[config.mk]
export PLATFORM = sky130hd
export DESIGN_NAME = cpu_cycle_timer
export DESIGN_NICKNAME = d
export VERILOG_FILES = /design/src/rtl/ccg_pkg.sv /design/src/rtl/ccg_profile.sv /design/src/rtl/ccg_sequencer.sv /design/src/rtl/ccg_status.sv /design/src/rtl/cpu_cycle_timer.sv
export SDC_FILE = /design/constraint.sdc
export NUM_CORES = 1
export LEC_CHECK = 0
export ABC_AREA = 0
export BUFFER_PORTS_ARGS = -buffer_cell sky130_fd_sc_hd__buf_2
export CAP_MARGIN = 20
export CORE_MARGIN = 2
export CORE_UTILIZATION = 30
export DETAILED_ROUTE_END_ITERATION = 16
export MAX_ROUTING_LAYER = met4
export SYNTH_ARGS = -nofsm -noshare
export SYNTH_HDL_FRONTEND = slang
export SYNTH_SLANG_ARGS = --single-unit
export TNS_END_PERCENT = 30
[constraint.sdc]
create_clock -name clk -period 10.1 [get_ports clk]
set_input_delay 1.01 -clock clk [delete_from_list [all_inputs] [get_ports clk]]
set_output_delay 1.01 -clock clk [all_outputs]
set_load 0.02 [all_outputs]
[src/rtl/ccg_pkg.sv]
package ccg_pkg;

  typedef enum logic [1:0] {
    MODE_RUN  = 2'd0,
    MODE_WAIT = 2'd1,
    MODE_HOLD = 2'd2,
    MODE_HALT = 2'd3
  } ccg_mode_e;

  // Bound a requested count into an allowed range.
  function automatic int ccg_clamp(input int v, input int lo, input int hi);
    if (v < lo) return lo;
    if (v > hi) return hi;
    return v;
  endfunction

endpackage

[src/rtl/ccg_profile.sv]
module ccg_profile
  import ccg_pkg::*;
#(
  parameter int MAX_M     = 5,
  parameter int MAX_T     = 5,
  parameter int MIN_T     = 3,
  parameter int FETCH_MIN = 4,
  localparam int MW = $clog2(MAX_M + 1),
  localparam int TW = $clog2(MAX_T + 1)
) (
  input  logic                  clk,
  input  logic                  rst_n,
  input  logic                  latch_en,
  input  logic [MW-1:0]         cur_m,
  input  logic [MAX_M*TW-1:0]   prof_len,
  input  logic [MW-1:0]         prof_mcount,
  input  logic [MAX_M-1:1]      prof_int,
  output logic [TW-1:0]         cur_len,
  output logic                  cur_int,
  output logic                  cur_last
);

  logic [TW-1:0]    live_len [MAX_M];
  logic [TW-1:0]    held_len [MAX_M];
  logic [MAX_M-1:0] held_int;
  logic [MW-1:0]    live_mc;
  logic [MW-1:0]    held_mc;
  logic [MW-1:0]    idx;

  // Clamp each cycle field; the fetch cycle has its own lower bound.
  for (genvar g = 0; g < MAX_M; g++) begin : g_len
    localparam int LO = (g == 0) ? FETCH_MIN : MIN_T;
    assign live_len[g] = TW'(ccg_clamp(int'(prof_len[g*TW +: TW]), LO, MAX_T));
  end

  assign live_mc = MW'(ccg_clamp(int'(prof_mcount), 1, MAX_M));
  assign idx     = cur_m - 1'b1;

  always_ff @(posedge clk) begin
    if (!rst_n) begin
      for (int i = 0; i < MAX_M; i++) held_len[i] <= TW'(MIN_T);
      held_int <= '0;
      held_mc  <= MW'(1);
    end else if (latch_en) begin
      for (int i = 0; i < MAX_M; i++) held_len[i] <= live_len[i];
      held_int <= {prof_int, 1'b0};
      held_mc  <= live_mc;
    end
  end

  // M1 reads the decoder live; later cycles read the captured profile.
  always_comb begin
    if (cur_m <= MW'(1)) begin
      cur_len  = live_len[0];
      cur_int  = 1'b0;
      cur_last = (live_mc == MW'(1));
    end else begin
      cur_len  = held_len[idx];
      cur_int  = held_int[idx];
      cur_last = (cur_m >= held_mc);
    end
  end

endmodule

[src/rtl/ccg_sequencer.sv]
module ccg_sequencer
  import ccg_pkg::*;
#(
  parameter int MAX_M = 5,
  parameter int MAX_T = 5,
  localparam int MW = $clog2(MAX_M + 1),
  localparam int TW = $clog2(MAX_T + 1)
) (
  input  logic          clk,
  input  logic          rst_n,
  input  logic          ready,
  input  logic          hold,
  input  logic          halt_req,
  input  logic [TW-1:0] cur_len,
  input  logic          cur_int,
  input  logic          cur_last,
  output ccg_mode_e     mode_q,
  output logic [MW-1:0] m_q,
  output logic [TW-1:0] t_q,
  output logic          cyc_end,
  output logic          wait_enter,
  output logic          latch_m1
);

  ccg_mode_e     mode_d;
  logic [MW-1:0] m_d, next_m;
  logic [TW-1:0] t_d;
  logic          pend_q, pend_d;

  always_comb begin
    cyc_end    = (mode_q == MODE_RUN) && (t_q >= cur_len);
    wait_enter = (mode_q == MODE_RUN) && (t_q == TW'(2)) && !cur_int && !ready;
    next_m     = cur_last ? MW'(1) : m_q + 1'b1;
    latch_m1   = cyc_end && (m_q == MW'(1));
  end

  always_comb begin
    mode_d = mode_q;
    m_d    = m_q;
    t_d    = t_q;
    pend_d = pend_q;
    unique case (mode_q)
      MODE_RUN: begin
        if (wait_enter) begin
          mode_d = MODE_WAIT;
        end else if (cyc_end) begin
          if (hold) begin
            mode_d = MODE_HOLD;
            m_d    = next_m;
            t_d    = '0;
            pend_d = cur_last && halt_req;
          end else if (cur_last && halt_req) begin
            mode_d = MODE_HALT;
            m_d    = MW'(1);
            t_d    = '0;
          end else begin
            m_d = next_m;
            t_d = TW'(1);
          end
        end else begin
          t_d = t_q + 1'b1;
        end
      end
      MODE_WAIT: begin
        if (ready) begin
          mode_d = MODE_RUN;
          t_d    = TW'(3);
        end
      end
      MODE_HOLD: begin
        if (!hold) begin
          pend_d = 1'b0;
          if (pend_q && halt_req) begin
            mode_d = MODE_HALT;
          end else begin
            mode_d = MODE_RUN;
            t_d    = TW'(1);
          end
        end
      end
      MODE_HALT: begin
        if (hold) begin
          mode_d = MODE_HOLD;
          pend_d = 1'b1;
        end else if (!halt_req) begin
          mode_d = MODE_RUN;
          m_d    = MW'(1);
          t_d    = TW'(1);
        end
      end
      default: mode_d = MODE_RUN;
    endcase
  end

  always_ff @(posedge clk) begin
    if (!rst_n) begin
      mode_q <= MODE_RUN;
      m_q    <= MW'(1);
      t_q    <= TW'(1);
      pend_q <= 1'b0;
    end else begin
      mode_q <= mode_d;
      m_q    <= m_d;
      t_q    <= t_d;
      pend_q <= pend_d;
    end
  end

endmodule

[src/rtl/ccg_status.sv]
module ccg_status
  import ccg_pkg::*;
#(
  parameter int MAX_M = 5,
  parameter int MAX_T = 5,
  localparam int MW = $clog2(MAX_M + 1),
  localparam int TW = $clog2(MAX_T + 1)
) (
  input  ccg_mode_e     mode_q,
  input  logic [MW-1:0] m_q,
  input  logic [TW-1:0] t_q,
  input  logic          cur_int,
  output logic [MW-1:0] m_num,
  output logic [TW-1:0] t_num,
  output logic          sync,
  output logic          wait_st,
  output logic          hlda,
  output logic          halt_st,
  output logic          int_cyc
);

  logic active;

  always_comb begin
    active  = (mode_q == MODE_RUN) || (mode_q == MODE_WAIT);
    m_num   = active ? m_q : '0;
    t_num   = active ? t_q : '0;
    sync    = (mode_q == MODE_RUN) && (t_q == TW'(1)) && !cur_int;
    wait_st = (mode_q == MODE_WAIT);
    hlda    = (mode_q == MODE_HOLD);
    halt_st = (mode_q == MODE_HALT);
    int_cyc = (mode_q == MODE_RUN) && cur_int;
  end

endmodule

[src/rtl/cpu_cycle_timer.sv]
module cpu_cycle_timer
  import ccg_pkg::*;
#(
  parameter int MAX_M     = 5,
  parameter int MAX_T     = 5,
  parameter int MIN_T     = 3,
  parameter int FETCH_MIN = 4,
  localparam int MW = $clog2(MAX_M + 1),
  localparam int TW = $clog2(MAX_T + 1)
) (
  input  logic                clk,
  input  logic                rst_n,
  input  logic [MAX_M*TW-1:0] prof_len,
  input  logic [MW-1:0]       prof_mcount,
  input  logic [MAX_M-1:1]    prof_int,
  input  logic                ready,
  input  logic                hold,
  input  logic                halt_req,
  output logic [MW-1:0]       m_num,
  output logic [TW-1:0]       t_num,
  output logic                sync,
  output logic                wait_st,
  output logic                hlda,
  output logic                halt_st,
  output logic                int_cyc
);

  ccg_mode_e     mode_q;
  logic [MW-1:0] m_q;
  logic [TW-1:0] t_q;
  logic [TW-1:0] cur_len;
  logic          cur_int, cur_last;
  logic          cyc_end, wait_enter, latch_m1;

  ccg_profile #(
    .MAX_M(MAX_M), .MAX_T(MAX_T), .MIN_T(MIN_T), .FETCH_MIN(FETCH_MIN)
  ) u_profile (
    .clk        (clk),
    .rst_n      (rst_n),
    .latch_en   (latch_m1),
    .cur_m      (m_q),
    .prof_len   (prof_len),
    .prof_mcount(prof_mcount),
    .prof_int   (prof_int),
    .cur_len    (cur_len),
    .cur_int    (cur_int),
    .cur_last   (cur_last)
  );

  ccg_sequencer #(.MAX_M(MAX_M), .MAX_T(MAX_T)) u_seq (
    .clk       (clk),
    .rst_n     (rst_n),
    .ready     (ready),
    .hold      (hold),
    .halt_req  (halt_req),
    .cur_len   (cur_len),
    .cur_int   (cur_int),
    .cur_last  (cur_last),
    .mode_q    (mode_q),
    .m_q       (m_q),
    .t_q       (t_q),
    .cyc_end   (cyc_end),
    .wait_enter(wait_enter),
    .latch_m1  (latch_m1)
  );

  ccg_status #(.MAX_M(MAX_M), .MAX_T(MAX_T)) u_status (
    .mode_q (mode_q),
    .m_q    (m_q),
    .t_q    (t_q),
    .cur_int(cur_int),
    .m_num  (m_num),
    .t_num  (t_num),
    .sync   (sync),
    .wait_st(wait_st),
    .hlda   (hlda),
    .halt_st(halt_st),
    .int_cyc(int_cyc)
  );

endmodule

Word-level counts from Yosys, hierarchy flattened
Memories as Yosys holds them, arrays and structs flattened.
Cells that the tools add are included.
Word-level totals
  memories kept: 1
  logic and storage cells: 160
  RAM bits: 15
  output and inout bits: 11
  input bits: 27
  flip-flop bits (word level): 16
Memory list
  u_profile.held_len: depth 5, bits a word 3, rd ports 1, clocked after memory_dff 0, write ports 5, RTL line ccg_profile.sv:24  | logic [TW-1:0] held_len [MAX_M];
Cells by class
  reduce and logical (&&, ||, !) cells: 20
  equal/unequal tests: 19
  mux-type cells: 90
  order comparisons: 16
  add/sub/neg operators: 3
  bitwise operators: 5
Operator list (number)
  2-to-1 mux 3 bit: 40
  2-to-1 mux 1 bit: 32
  2-to-1 mux 2 bit: 13
  > comparator 3 bit (second input constant): 6
  != test 2 bit (second input constant): 9
  less-than comparator 3 x 2 -> 1 bit (second input constant): 4
  case mux 3 bit (4 select lines): 1
  AND reduction 6 bit: 2
  logical AND 1 bit: 10
  AND reduction 5 bit: 2
  == test 3 x 1 -> 1 bit (second input constant): 3
  case mux 2 bit (4 select lines): 1
  adder 3 x 1 -> 3 bit (second input constant): 2
  >= comparator 3 bit: 2
  case mux 3 bit (2 select lines): 1
  OR 1 bit: 5
  == test 2 bit (second input constant): 2
  less-than comparator 3 x 4 -> 1 bit (second input constant): 1
  != test 4 x 3 -> 1 bit (second input constant): 1
  binary-select mux 1 bit (select 3 bit): 1
  == test 3 x 2 -> 1 bit (second input constant): 1
  <= comparator 3 x 1 -> 1 bit (second input constant): 1
  less-than comparator 3 x 1 -> 1 bit (second input constant): 1
  less-than comparator 3 bit (second input constant): 1
  other kinds (10): 11

Logic depth before layout (Yosys ltp)
  depth after elaboration: 13
  gate-level depth with buffers: 14
  depth with buffers taken out: 13

By module
Synthesis repeated with hierarchy kept, for this count alone.
Second synthesis, totals
  cell total of the unflattened synthesis: 204
  area total of the unflattened synthesis: 1984.4 µm²
Modules (own cells, without submodules)
  ccg_profile: cells an instance 94, sequential area each 590.6 µm², area each 1122.3 µm², instances 1
  ccg_sequencer: cells an instance 98, sequential area each 180.2 µm², area each 775.7 µm², instances 1
  ccg_status: cells an instance 12, sequential area each 0.0 µm², area each 86.3 µm², instances 1

Worst setup path before layout
OpenSTA, ideal clock, no wires.
  path type: register to register
  from: register u_seq.m_q[0]
  to: memory u_profile.held_len[0][0] in the netlist's numbering (enable)
  cell stages (with the launch flop): 14
  library setup time: 0.368 ns
  path buffers: 1
  data required time: 9.732 ns
  clock period less this slack: 3.530 ns
  path slack: 6.570 ns
  arrival time: 3.162 ns
  cell sequence: dfxtp_1 buf_6 inv_1 ha_1 mux4_1 mux2_2 a21oi_1 o21ai_0 ha_1 nor2b_1 o21a_1 or3_1 and2_1 inv_1
RTL lines
  start: declaration: RTL line ccg_sequencer.sv:18  | output logic [MW-1:0] m_q,
  start signal: assignment: RTL line ccg_sequencer.sv:103  | m_q <= m_d;
  end: declaration: RTL line ccg_profile.sv:24

==> results.sh <==
export IMPL_status="completed"
export IMPL_powerDensity_nw_per_um2=302
export IMPL_netSwitchingFraction_pct=43.6
export IMPL_stdcell_count=304
export IMPL_period_share_pct=39.7
export IMPL_tritoncts="done"
export IMPL_min_period_ns=4.01
export IMPL_synth_area_per_cell_sq_um=10.1
export IMPL_r2r_slack_ns=6.09
export IMPL_die_h_microns=84.4
export IMPL_pwr_share_clk_pct=14.2
export IMPL_grt_pass1_wl_microns=7360
export IMPL_synthesis_nets=231
export IMPL_tightest_slew_ns=0.681
export IMPL_drc=0
export IMPL_p_leak_nw=0.940
export IMPL_cts_setup_buffers=0
export IMPL_cp_buffers_inverters=2
export IMPL_hpwl_microns=3270
export IMPL_synth_area_leaders="edfxtp_1 (23%), dfxtp_1 (17%), ha_1 (7.7%)"
export IMPL_netlist_area_sq_um=1940
export IMPL_cts_resized=0
export IMPL_slew_limit_headroom_pct=54.1
export IMPL_holdBufCountCts=0
export IMPL_drv_cap=0
export IMPL_fin_area_sq_um=2240
export IMPL_routed_wl_microns=4330
export IMPL_post_dp_cell_area_sq_um=2160
export IMPL_start_util_pct=30.7
export IMPL_grt_max_degree=19
export IMPL_vias_per_cell=5.03
export IMPL_p_sw_mw=0.295
export IMPL_criticalPathCategory="flop to flop"
export IMPL_ys_ff_latch=31
export IMPL_pin_count=38
export IMPL_die_x_microns=84.4
export IMPL_async_reset_ff_share_pct=0
export IMPL_synth_top_flop_cell="dfxtp_1"
export IMPL_slowest_stage="dfxtp_1"
export IMPL_crit_path_end_kind="flop"
export IMPL_postRouteAntennaNets=0
export IMPL_fill_cells=663
export IMPL_routabilityCongestion=0.831
export IMPL_skew_ns=0.00428
export IMPL_die_area_sq_um=7120
export IMPL_crit_chain="inv_1 > ha_1 > mux4_1 > mux2_2 > a21oi_1 > o21ai_0 > ha_1 > nor2b_1 > o21a_1 > or3_1 > and2_1 > inv_1"
export IMPL_synth_top_cell_area_share_pct=23.2
export IMPL_via_count=1529
export IMPL_cts_root_buf="clkbuf_8"
export IMPL_top_usage_layer="met2"
export IMPL_syn_to_final_growth_pct=15.5
export IMPL_startpoint_type="flop"
export IMPL_grt_pass1_vias=1521
export IMPL_clk_transition_reported_paths_ns=0.07
export IMPL_synthTopCellsByCount="inv_1 (17), dfxtp_1 (16), edfxtp_1 (15)"
export IMPL_p_int_mw=0.382
export IMPL_synth_warnings=0
export IMPL_drt_wirelength_per_cell_microns=14.2
export IMPL_num_nets_final=265
export IMPL_max_freq_mhz=249
export IMPL_use_met2_pct=21.0
export IMPL_power_frac_seq_pct=32.4
export IMPL_synth_edf_count=15
export IMPL_multi_input_area_sq_um=1030
export IMPL_path_delay_family="adder cells"
export IMPL_synth_distinct_cells=53
export IMPL_cts_sink_count=31
export IMPL_initialDrtViolationCount=112
export IMPL_ys_seq_area_share_pct=39.7
export IMPL_grt_overflow=0
export IMPL_grt_use_total_pct=13.3
export IMPL_clock_latency_ns=0.28
export IMPL_crit_required_ns=10.02
export IMPL_yosysMostFrequentCell="inv_1"
export IMPL_maxSlewViolCount=0
export IMPL_min_path_type="flop to flop"
export IMPL_antenna_cells=0
export IMPL_num_rows=29
export IMPL_core_sq_um=6310
export IMPL_layout_drive_gt1_share_pct=25.6
export IMPL_htree_levels=2
export IMPL_grt_use_met1_pct=16.7
export IMPL_cp_arrival_ns=3.93
export IMPL_max_stage_delay_ns=0.51
export IMPL_syn_inst=192
export IMPL_timing_hold_ws_ns=0.481
export IMPL_peakVddDrop_mv=0.109
export IMPL_total_power_mw=0.677
export IMPL_setup_tns_ns=0
export IMPL_cts_made_buffers=5
export IMPL_cp_max_fo=18
export IMPL_hold_viol=0
export IMPL_antenna_found_initial=0
export IMPL_grt_util_met3_pct=2.95
export IMPL_seq_area_sq_um=771
export IMPL_rsz0062_at_grt="no"
export IMPL_clk_path_buf_depth=2
export IMPL_yosysTopAreaCell="edfxtp_1"
export IMPL_setup_viol_count_final=0
export IMPL_port_buffers=37
export IMPL_drt_pass1_iterations=4
export IMPL_dp_cells=296
export IMPL_pwr_share_comb_pct=53.4
registers in the layout, summed over array words and instances (netlist names):
signal / count
u_profile.held_len: 15
u_profile.held_int: 4
u_profile.held_mc: 3
u_seq.m_q: 3
u_seq.t_q: 3
u_seq.mode_q: 2
u_seq.pend_q: 1
final timing paths:
kind	start	cells after the start	to
hold reg to reg	u_profile.held_mc[1]$_SDFFE_PN0P_	2	u_profile.held_mc[1]$_SDFFE_PN0P_
setup / recovery	u_seq.m_q[0]$_SDFFE_PN1P_	12	u_profile.held_len[0][2]$_SDFFCE_PN0P_
hold / removal	u_profile.held_mc[1]$_SDFFE_PN0P_	2	u_profile.held_mc[1]$_SDFFE_PN0P_
setup reg to reg	u_seq.m_q[0]$_SDFFE_PN1P_	12	u_profile.held_len[0][2]$_SDFFCE_PN0P_
tightest hold or removal path, cell delays in order, from the launching register on:
cell and delay [ns]:
dfxtp_1 0.30, inv_1 0.06, o21ai_0 0.07
cells in the final DEF, fill, tap and decap left out, drive strengths merged, types with 6 or more instances in the layout:
| cell | count |
|---|---|
| inv | 17 |
| dfxtp | 16 |
| buf | 38 |
| nor2 | 14 |
| nor2b | 7 |
| ha | 12 |
| edfxtp | 15 |
| nand2 | 12 |
| a21oi | 10 |
| clkbuf | 6 |
| o21ai | 8 |
stage by stage:
| step | utilization, % | worst slack (ns) |
|---|---|---|
| floorplan | - | 6.57 |
| global placement | 34.1 | 6.15 |
| detailed placement | 34.1 | 6.09 |
| CTS | 35.5 | 6.08 |
| global route | 35.5 | 5.72 |
| finish | 35.5 | 6.09 |
cell type report:
type,count,share of cell area (%)
flip-flops and latches,31,34.4
inverters,17,2.85
multi-input cells,133,46.1
repair buffers,38,8.60
clock buffers,6,3.24
well taps,77,4.30
clock inverters,2,0.558
cell families (layout without fill, tap and decap cells):
family / after synthesis / count (layout) / synth area share (%)
buf+inv: 28 / 63 / 7.03
mux: 11 / 11 / 8.71
flops: 31 / 31 / 39.7
compound gates: 48 / 48 / 19.3
simple gates: 59 / 59 / 16.1
xor+xnor: 3 / 3 / 1.36
fa+ha+maj: 12 / 12 / 7.74
routing by layer:
metal | vias up | share of wire, %
met5 | - | 0
li1 | 779 | -
met2 | 33 | 47
met4 | 0 | 1.9
met1 | 710 | 47
met3 | 7 | 4.0
power groups by stage:
stage / Combinational [mW] / Clock, mW / Sequential, mW
final: 0.361 / 0.0962 / 0.219
after global routing: 0.405 / 0.103 / 0.225
after CTS: 0.362 / 0.0971 / 0.220
after detailed placement: 0.361 / 0 / 0.223
after global placement: 0.356 / 0 / 0.223
after floorplan: 0.304 / 0 / 0.201
No activity file was read; power rests on OpenSTA's default activity.
